**src/rtl/ivr_pkg.sv**
```systemverilog
package ivr_pkg;
    localparam int REG_W   = 32;
    localparam int ADDR_W  = REG_W + 8;
    localparam int VEC_W   = 128;
    localparam int LOG2_W  = 5;
    localparam int VEC_BYTES = VEC_W / 8;
    localparam int OVF_BIT = REG_W - 1;

    localparam logic [2:0] RA_CTRL   = 3'd0;
    localparam logic [2:0] RA_IRQCFG = 3'd1;
    localparam logic [2:0] RA_BASE   = 3'd2;
    localparam logic [2:0] RA_RPTR   = 3'd3;
    localparam logic [2:0] RA_WPTR   = 3'd4;
    localparam logic [2:0] RA_WBADDR = 3'd5;

    localparam int CB_RING_EN = 0;
    localparam int CB_SIZE_LO = 1;
    localparam int CB_OVF_EN  = 6;
    localparam int CB_OVF_CLR = 7;
    localparam int CB_WB_EN   = 8;
    localparam int IB_INTR_EN = 0;
    localparam int IB_REARM   = 1;

    typedef struct packed {
        logic [7:0]  src;
        logic [27:0] data;
        logic [7:0]  ring;
        logic [7:0]  vmid;
        logic [15:0] pasid;
    } ivr_event_t;

    typedef struct packed {
        logic              ring_en;
        logic [LOG2_W-1:0] size_log2;
        logic              ovf_en;
        logic              ovf_clr;
        logic              wb_en;
        logic              intr_en;
        logic              rearm;
    } ivr_cfg_t;

    typedef enum logic [1:0] {ST_IDLE, ST_VEC, ST_WB} ivr_state_e;
endpackage

```
**src/rtl/ivr_pack.sv**
```systemverilog
module ivr_pack
    import ivr_pkg::*;
(
    input  ivr_event_t       evt,
    output logic [VEC_W-1:0] vec
);
    localparam int SRC_LO  = 0;
    localparam int DATA_LO = 32;
    localparam int RING_LO = 64;
    localparam int VMID_LO = 72;
    localparam int PAS_LO  = 80;

    always_comb begin
        vec = '0;
        vec[SRC_LO  +: 8]  = evt.src;
        vec[DATA_LO +: 28] = evt.data;
        vec[RING_LO +: 8]  = evt.ring;
        vec[VMID_LO +: 8]  = evt.vmid;
        vec[PAS_LO  +: 16] = evt.pasid;
    end
endmodule

```
**src/rtl/ivr_regs.sv**
```systemverilog
module ivr_regs
    import ivr_pkg::*;
#(
    parameter int PTR_W = 18
) (
    input  logic              clk,
    input  logic              rst_n,
    input  logic              reg_wr,
    input  logic [2:0]        reg_addr,
    input  logic [REG_W-1:0]  reg_wdata,
    input  logic [PTR_W-1:0]  wptr,
    input  logic [PTR_W-1:0]  rptr,
    input  logic              ovf,
    output ivr_cfg_t          cfg,
    output logic [REG_W-1:0]  base,
    output logic [REG_W-1:0]  wbaddr,
    output logic              rptr_wr,
    output logic              wptr_wr,
    output logic [PTR_W-1:0]  ptr_wdata,
    output logic [REG_W-1:0]  reg_rdata
);
    localparam int PAD_W = REG_W - 1 - PTR_W;

    typedef struct packed {
        ivr_cfg_t         cfg;
        logic [REG_W-1:0] base;
        logic [REG_W-1:0] wbaddr;
    } regs_t;

    regs_t q, d;

    always_comb begin
        d = q;
        if (reg_wr) begin
            unique case (reg_addr)
                RA_CTRL: begin
                    d.cfg.ring_en   = reg_wdata[CB_RING_EN];
                    d.cfg.size_log2 = reg_wdata[CB_SIZE_LO +: LOG2_W];
                    d.cfg.ovf_en    = reg_wdata[CB_OVF_EN];
                    d.cfg.ovf_clr   = reg_wdata[CB_OVF_CLR];
                    d.cfg.wb_en     = reg_wdata[CB_WB_EN];
                end
                RA_IRQCFG: begin
                    d.cfg.intr_en = reg_wdata[IB_INTR_EN];
                    d.cfg.rearm   = reg_wdata[IB_REARM];
                end
                RA_BASE:   d.base   = reg_wdata;
                RA_WBADDR: d.wbaddr = reg_wdata;
                default: ;
            endcase
        end
    end

    always_ff @(posedge clk or negedge rst_n) begin
        if (!rst_n) q <= '0;
        else        q <= d;
    end

    assign cfg       = q.cfg;
    assign base      = q.base;
    assign wbaddr    = q.wbaddr;
    assign rptr_wr   = reg_wr && (reg_addr == RA_RPTR);
    assign wptr_wr   = reg_wr && (reg_addr == RA_WPTR);
    assign ptr_wdata = reg_wdata[PTR_W-1:0];

    always_comb begin
        reg_rdata = '0;
        unique case (reg_addr)
            RA_CTRL: begin
                reg_rdata[CB_RING_EN]             = q.cfg.ring_en;
                reg_rdata[CB_SIZE_LO +: LOG2_W]   = q.cfg.size_log2;
                reg_rdata[CB_OVF_EN]              = q.cfg.ovf_en;
                reg_rdata[CB_OVF_CLR]             = q.cfg.ovf_clr;
                reg_rdata[CB_WB_EN]               = q.cfg.wb_en;
            end
            RA_IRQCFG: begin
                reg_rdata[IB_INTR_EN] = q.cfg.intr_en;
                reg_rdata[IB_REARM]   = q.cfg.rearm;
            end
            RA_BASE:   reg_rdata = q.base;
            RA_RPTR:   reg_rdata = {{(REG_W-PTR_W){1'b0}}, rptr};
            RA_WPTR:   reg_rdata = {ovf, {PAD_W{1'b0}}, wptr};
            RA_WBADDR: reg_rdata = q.wbaddr;
            default:   reg_rdata = '0;
        endcase
    end

    AST_CTRL_LOAD: assert property (@(posedge clk) disable iff (!rst_n)
        (reg_wr && reg_addr == RA_CTRL) |=> (cfg.ring_en == $past(reg_wdata[CB_RING_EN])));
endmodule

```
**src/rtl/ivr_core.sv**
```systemverilog
module ivr_core
    import ivr_pkg::*;
#(
    parameter int PTR_W = 18
) (
    input  logic              clk,
    input  logic              rst_n,
    input  ivr_cfg_t          cfg,
    input  logic [REG_W-1:0]  base,
    input  logic [REG_W-1:0]  wbaddr,
    input  logic              rptr_wr,
    input  logic              wptr_wr,
    input  logic [PTR_W-1:0]  ptr_wdata,
    input  logic              evt_valid,
    input  ivr_event_t        evt_in,
    output logic              evt_ready,
    output ivr_event_t        evt_held,
    input  logic [VEC_W-1:0]  vec,
    output logic              mem_valid,
    input  logic              mem_ready,
    output logic [ADDR_W-1:0] mem_addr,
    output logic [VEC_W-1:0]  mem_wdata,
    output logic              mem_is_wb,
    output logic [PTR_W-1:0]  wptr,
    output logic [PTR_W-1:0]  rptr,
    output logic              ovf,
    output logic              irq_pending,
    output logic              irq_msg,
    output logic              busy
);
    localparam int SH_W  = $clog2(PTR_W + 1) + 1;
    localparam int PAD_W = REG_W - 1 - PTR_W;

    typedef struct packed {
        ivr_state_e        state;
        ivr_event_t        evt;
        logic [ADDR_W-1:0] addr;
        logic [PTR_W-1:0]  wptr;
        logic [PTR_W-1:0]  rptr;
        logic              ovf;
        logic              irq_msg;
    } core_t;

    core_t q, d;

    function automatic logic [PTR_W-1:0] ptr_mask(input logic [LOG2_W-1:0] lg);
        logic [SH_W-1:0]  sh;
        logic [PTR_W:0]   one_sh;
        sh = SH_W'(lg) + SH_W'(2);
        if (sh > SH_W'(PTR_W)) sh = SH_W'(PTR_W);
        one_sh = (PTR_W+1)'(1) << sh;
        return one_sh[PTR_W-1:0] - PTR_W'(1);
    endfunction

    logic [PTR_W-1:0] mask, rptr_eff, wptr_next;
    logic             commit, ovf_hit, pend_now, pend_next;

    always_comb begin
        d         = q;
        d.irq_msg = 1'b0;
        mask      = ptr_mask(cfg.size_log2);
        rptr_eff  = rptr_wr ? (ptr_wdata & mask) : q.rptr;
        d.rptr    = rptr_eff;
        if (wptr_wr) d.wptr = ptr_wdata & mask;
        wptr_next = (q.wptr + PTR_W'(VEC_BYTES)) & mask;
        commit    = (q.state == ST_VEC) && mem_ready;
        ovf_hit   = commit && cfg.ovf_en && (wptr_next == rptr_eff);

        unique case (q.state)
            ST_IDLE: if (evt_valid && cfg.ring_en) begin
                d.evt   = evt_in;
                d.addr  = {base, 8'h00} + ADDR_W'(q.wptr);
                d.state = ST_VEC;
            end
            ST_VEC: if (mem_ready) begin
                d.wptr  = wptr_next;
                d.state = cfg.wb_en ? ST_WB : ST_IDLE;
            end
            ST_WB: if (mem_ready) d.state = ST_IDLE;
            default: d.state = ST_IDLE;
        endcase

        if (cfg.ovf_clr)  d.ovf = 1'b0;
        else if (ovf_hit) d.ovf = 1'b1;

        pend_now  = (q.rptr != q.wptr);
        pend_next = (d.rptr != d.wptr);
        d.irq_msg = cfg.intr_en && pend_next && (!pend_now || (cfg.rearm && rptr_wr));
    end

    always_ff @(posedge clk or negedge rst_n) begin
        if (!rst_n) q <= '0;
        else        q <= d;
    end

    assign evt_ready   = (q.state == ST_IDLE) && cfg.ring_en;
    assign evt_held    = q.evt;
    assign mem_valid   = (q.state != ST_IDLE);
    assign mem_is_wb   = (q.state == ST_WB);
    assign mem_addr    = mem_is_wb ? ADDR_W'({wbaddr, 2'b00}) : q.addr;
    assign mem_wdata   = mem_is_wb ? VEC_W'({q.ovf, {PAD_W{1'b0}}, q.wptr}) : vec;
    assign wptr        = q.wptr;
    assign rptr        = q.rptr;
    assign ovf         = q.ovf;
    assign irq_pending = cfg.intr_en && (q.rptr != q.wptr);
    assign irq_msg     = q.irq_msg;
    assign busy        = mem_valid;

    AST_BUSY_ON_ACCEPT: assert property (@(posedge clk) disable iff (!rst_n)
        (evt_valid && evt_ready) |=> busy);
    AST_MEM_HOLD: assert property (@(posedge clk) disable iff (!rst_n)
        (mem_valid && !mem_ready) |=> (mem_valid && $stable(mem_addr) && $stable(mem_is_wb)));
    AST_MSG_PEND: assert property (@(posedge clk) disable iff (!rst_n)
        irq_msg |-> (wptr != rptr));
    AST_OVF_CLR: assert property (@(posedge clk) disable iff (!rst_n)
        cfg.ovf_clr |=> !ovf);
    AST_WB_AFTER_VEC: assert property (@(posedge clk) disable iff (!rst_n)
        (mem_valid && mem_ready && !mem_is_wb && cfg.wb_en) |=> mem_is_wb);
endmodule

```
**src/rtl/ivring_writer.sv**
```systemverilog
module ivring_writer
    import ivr_pkg::*;
#(
    parameter int PTR_W = 18
) (
    input  logic               clk,
    input  logic               rst_n,
    input  logic               evt_valid,
    output logic               evt_ready,
    input  logic [7:0]         evt_src,
    input  logic [27:0]        evt_data,
    input  logic [7:0]         evt_ring,
    input  logic [7:0]         evt_vmid,
    input  logic [15:0]        evt_pasid,
    input  logic               reg_wr,
    input  logic [2:0]         reg_addr,
    input  logic [31:0]        reg_wdata,
    output logic [31:0]        reg_rdata,
    output logic               mem_valid,
    input  logic               mem_ready,
    output logic [39:0]        mem_addr,
    output logic [127:0]       mem_wdata,
    output logic               mem_is_wb,
    output logic               irq_pending,
    output logic               irq_msg,
    output logic               busy
);
    ivr_cfg_t         cfg;
    logic [REG_W-1:0] base, wbaddr;
    logic             rptr_wr, wptr_wr, ovf;
    logic [PTR_W-1:0] ptr_wdata, wptr, rptr;
    ivr_event_t       evt_in, evt_held;
    logic [VEC_W-1:0] vec;

    assign evt_in = '{src: evt_src, data: evt_data, ring: evt_ring,
                      vmid: evt_vmid, pasid: evt_pasid};

    ivr_regs #(.PTR_W(PTR_W)) u_regs (
        .clk(clk), .rst_n(rst_n), .reg_wr(reg_wr), .reg_addr(reg_addr),
        .reg_wdata(reg_wdata), .wptr(wptr), .rptr(rptr), .ovf(ovf),
        .cfg(cfg), .base(base), .wbaddr(wbaddr), .rptr_wr(rptr_wr),
        .wptr_wr(wptr_wr), .ptr_wdata(ptr_wdata), .reg_rdata(reg_rdata)
    );

    ivr_pack u_pack (.evt(evt_held), .vec(vec));

    ivr_core #(.PTR_W(PTR_W)) u_core (
        .clk(clk), .rst_n(rst_n), .cfg(cfg), .base(base), .wbaddr(wbaddr),
        .rptr_wr(rptr_wr), .wptr_wr(wptr_wr), .ptr_wdata(ptr_wdata),
        .evt_valid(evt_valid), .evt_in(evt_in), .evt_ready(evt_ready),
        .evt_held(evt_held), .vec(vec), .mem_valid(mem_valid),
        .mem_ready(mem_ready), .mem_addr(mem_addr), .mem_wdata(mem_wdata),
        .mem_is_wb(mem_is_wb), .wptr(wptr), .rptr(rptr), .ovf(ovf),
        .irq_pending(irq_pending), .irq_msg(irq_msg), .busy(busy)
    );
endmodule

```
**config.mk**
```make
export PLATFORM = sky130hd
export DESIGN_NAME = ivring_writer
export DESIGN_NICKNAME = d
export VERILOG_FILES = /design/src/rtl/ivr_pkg.sv /design/src/rtl/ivr_pack.sv /design/src/rtl/ivr_regs.sv /design/src/rtl/ivr_core.sv /design/src/rtl/ivring_writer.sv
export SDC_FILE = /design/constraint.sdc
export NUM_CORES = 1
export LEC_CHECK = 0
export ABC_CLOCK_PERIOD_IN_PS = 10100
export BUFFER_PORTS_ARGS = -buffer_cell sky130_fd_sc_hd__clkbuf_2
export CAP_MARGIN = 20
export CORE_ASPECT_RATIO = 1.5
export CORE_UTILIZATION = 45
export CTS_CLUSTER_SIZE = 12
export DETAILED_ROUTE_END_ITERATION = 8
export GPL_TIMING_DRIVEN = 0
export PLACE_DENSITY = 0.69
export SLEW_MARGIN = 10
export SYNTH_ARGS = -nofsm -noshare
export SYNTH_HDL_FRONTEND = slang
export SYNTH_SLANG_ARGS = --single-unit
```
**constraint.sdc**
```tcl
create_clock -name clk -period 10.1 [get_ports clk]
set_input_delay 1.01 -clock clk [delete_from_list [all_inputs] [get_ports clk]]
set_output_delay 1.01 -clock clk [all_outputs]
set_load 0.01 [all_outputs]
```
==> reports/metrics.yaml <==
status: "completed"
hp-class: "register to register"
synth_top_area_share_pct: 40.86
path_delay_family: "simple AND/OR/NAND/NOR gates"
clk_path_buf_depth: 3
crit_type: "register to register"
synth_edf_count: 0
critPathCaptureType: "register"
crit_arrival_ns: 5.02
antenna_found_initial: 0
fillers: 2831
cp_max_fo: 10
avgRoutedWirePerCell_um: 20.95
cts_tree: "yes"
hold_buffers: 0
place_area_um2: 15720
cts-htree-levels: 1
dp_hpwl_um: 38850
synth_xor_area_share_pct: 6.449
finalMaxSlewViolations: 0
grt_max_degree: 78
mostFrequentLayoutCells: "467 x nand2_1, 264 x clkbuf_2, 223 x dfrtp_1"
hold_end: "u_core.evt_held[51]$_DFFE_PN0P_"
postCtsSetupBuffers: 0
synth_seq_cells: 223
layout_commonest_cell: "nand2_1"
syn_inst: 1616
slowest_delay_ns: 0.72
rows: 77
clock_insertion_delay_worst_skew_ns: 0.53
fin_cells: 2365
dieArea_um2: 31070
required_ns: 10.47
synth_compound_area_share_pct: 11.13
maxCapViolCount: 0
cts_root_buf: "clkbuf_16"
tightest_slew_ns: 1.043
path_buf_inv: 3
min_from: "u_core.evt_held[51]$_DFFE_PN0P_"
synthAdderAreaFrac_pct: 1.429
n_antenna_cell: 0
vias: 12732
dr.pass1.iters: 5
tns_ns: 0
power_density_nw_per_um2: 255.8
clk_pin_slew_ns: 0.06
rrSetupSlack_ns: 5.45
post-place-cells: 2325
hold_viol: 0
synthMuxAreaShare_pct: 7.677
core_area_um2: 29670
syn_area_per_cell_um2: 8.452
fmax_mhz: 215.2
min_path_cells: 2
drive_gt1_share_pct: 24.01
hold_ws_ns: 0.4649
grt_usage_pct: 32.18
fin_crit_sh_pct: 46.00
synth-warning-count: 0
ir_drop_v: 0.0001448
overflow: 0
syn_to_final_growth_pct: 20.52
synth_top_family_by_area: "simple AND/OR/NAND/NOR gates"
ys_seq_area_share_pct: 40.86
grt_pass1_vias: 12480
synth_flop_cell: "dfrtp_1"
synthSimpleGateAreaFrac_pct: 25.29
path_cells: "ha_1 -> clkbuf_1 -> nor3_1 -> nand3_1 -> ha_1 -> clkbuf_2 -> inv_1 -> o22ai_2 -> o21a_1 -> nand2_1 -> xor2_1 -> o21ai_1 -> xor2_1 -> nor4_1 -> a31oi_1"
io_buffers: 264
slew_headroom_pct: 30.23
cts_resized: 0
initial_utilization_pct: 46.03
async_flop_share_pct: 100.0
drc: 0
grt_pass1_wl_um: 73910
die_width_um: 144.2
finClkSkew_ns: 0.007648
finalWeightedCongestion: 0.9523
fin_crit_ns: 4.646
cts.sinks: 223
dr.first_iter.drc_count: 884
rsz0062_at_grt: "false"
timing.rr.end: "u_core.irq_msg$_DFF_PN0_"
fp.dieH_um: 215.4
leakage_uw: 0.008207
cp_slowest_cell: "nor3_1"
synth_area_um2: 13660
ys_types: 89
synth_area_leader_cell: "dfrtp_1"
worstReg2RegStart: "u_regs.cfg[6]$_DFFE_PN0P_"
synth_area_leaders: "dfrtp_1 41%, nand2_1 13%, mux2_2 5.1%"
numCtsBuffers: 24
critPathLaunchType: "register"
ant_nets: 0
via_per_inst: 5.384
nets: 2079
reg2regPathDepth: 15
setup-violations-final: 0
fin_area_um2: 16460
ioPinCount: 314
postRouteWirelength_um: 49550
worst max path at each step:
stage / slack, ns / endpoint / cells after the start / from
global route: 5.31 / u_core.irq_msg$_DFF_PN0_ / 15 / u_regs.cfg[6]$_DFFE_PN0P_
detailed placement: 5.62 / u_core.ovf$_DFFE_PN0P_ / 13 / u_regs.cfg[6]$_DFFE_PN0P_
CTS: 5.56 / u_core.ovf$_DFFE_PN0P_ / 13 / u_regs.cfg[6]$_DFFE_PN0P_
finish: 5.45 / u_core.irq_msg$_DFF_PN0_ / 15 / u_regs.cfg[6]$_DFFE_PN0P_
global placement: 3.37 / u_regs.wbaddr[24]$_DFFE_PN0P_ / 1 / rst_n
floorplan: 6.61 / reg_rdata[1] / 7 / reg_addr[0]
worst register-to-register path, cell delays in order, from the launching register on:
cell,delay (ns)
dfrtp_1,0.48
ha_1,0.43
clkbuf_1,0.29
nor3_1,0.72
nand3_1,0.18
ha_1,0.25
clkbuf_2,0.17
inv_1,0.18
o22ai_2,0.21
o21a_1,0.18
nand2_1,0.08
xor2_1,0.32
o21ai_1,0.21
xor2_1,0.21
nor4_1,0.38
a31oi_1,0.20
Yosys cell counts, types with 19 or more instances:
cell type,instances
nand2_1,467
dfrtp_1,223
and2_1,95
o21ai_0,83
clkbuf_1,68
mux2_2,62
nor2_1,59
buf_4,55
xnor2_1,55
xor2_1,40
inv_1,35
mux2i_1,35
a21oi_1,33
nand3_1,22
nor3_1,20
a22oi_1,19
per-stage QoR:
stage | setup WS [ns] | util [%] | total power [uW]
2_1_floorplan | 6.611 | - | 2586
3_3_place_gp | 3.368 | 52.75 | 3300
3_5_place_dp | 5.620 | 52.97 | 3335
4_1_cts | 5.560 | 55.47 | 4205
5_1_grt | 5.310 | 55.47 | 4470
6_report | 5.454 | 55.47 | 4211
cell families (layout without fill, tap and decap cells):
| kind of cell | after synthesis | after routing |
|---|---|---|
| xor gates and xnor gates | 98 | 98 |
| other | 1 | 49 |
| AOI/OAI and AO/OA | 235 | 235 |
| buffers and inverters | 190 | 496 |
| muxes | 97 | 97 |
| adders and majority gates | 15 | 15 |
| and+or+nand+nor | 757 | 757 |
| DFF | 223 | 223 |
layer usage:
layer  up-vias  GRT usage, %  routed length, um  part of all wire (%)
met2       519         57.60              25520                    52
met4         0         20.91               3468                   7.0
met3       162         4.548               2834                   5.7
li1       5942             -                  -                     -
met1      6109         34.82              17730                    36
met5         -             0                  0                     0
cell type report:
type                    instances  area (um2)  share of cell area [%]
well taps                     395       494.2                   3.002
inverters                      37       138.9                  0.8437
repair buffers                266        1385                   8.414
flip-flops and latches        223        5580                   33.90
clock inverters                 5       50.05                  0.3040
multi-input cells            1251        7283                   44.25
plain buffers                 153       835.8                   5.078
clock buffers                  35       693.2                   4.211
where the power goes:
group / internal (uW) / switching, uW / leakage [uW]
clock: 498 / 368 / 0.000368
combinational: 741 / 1160 / 0.00506
sequential: 1210 / 238 / 0.00278
state kept, by name, summed over array words and instances (netlist names):
name and cells:
u_core.evt_held 68, u_core.irq_msg 1, u_core.ovf 1, u_core.q 42, u_core.rptr 18, u_core.wptr 18, u_regs.base 32, u_regs.cfg 11
u_regs.wbaddr 32
No activity file was read; power rests on OpenSTA's default activity.
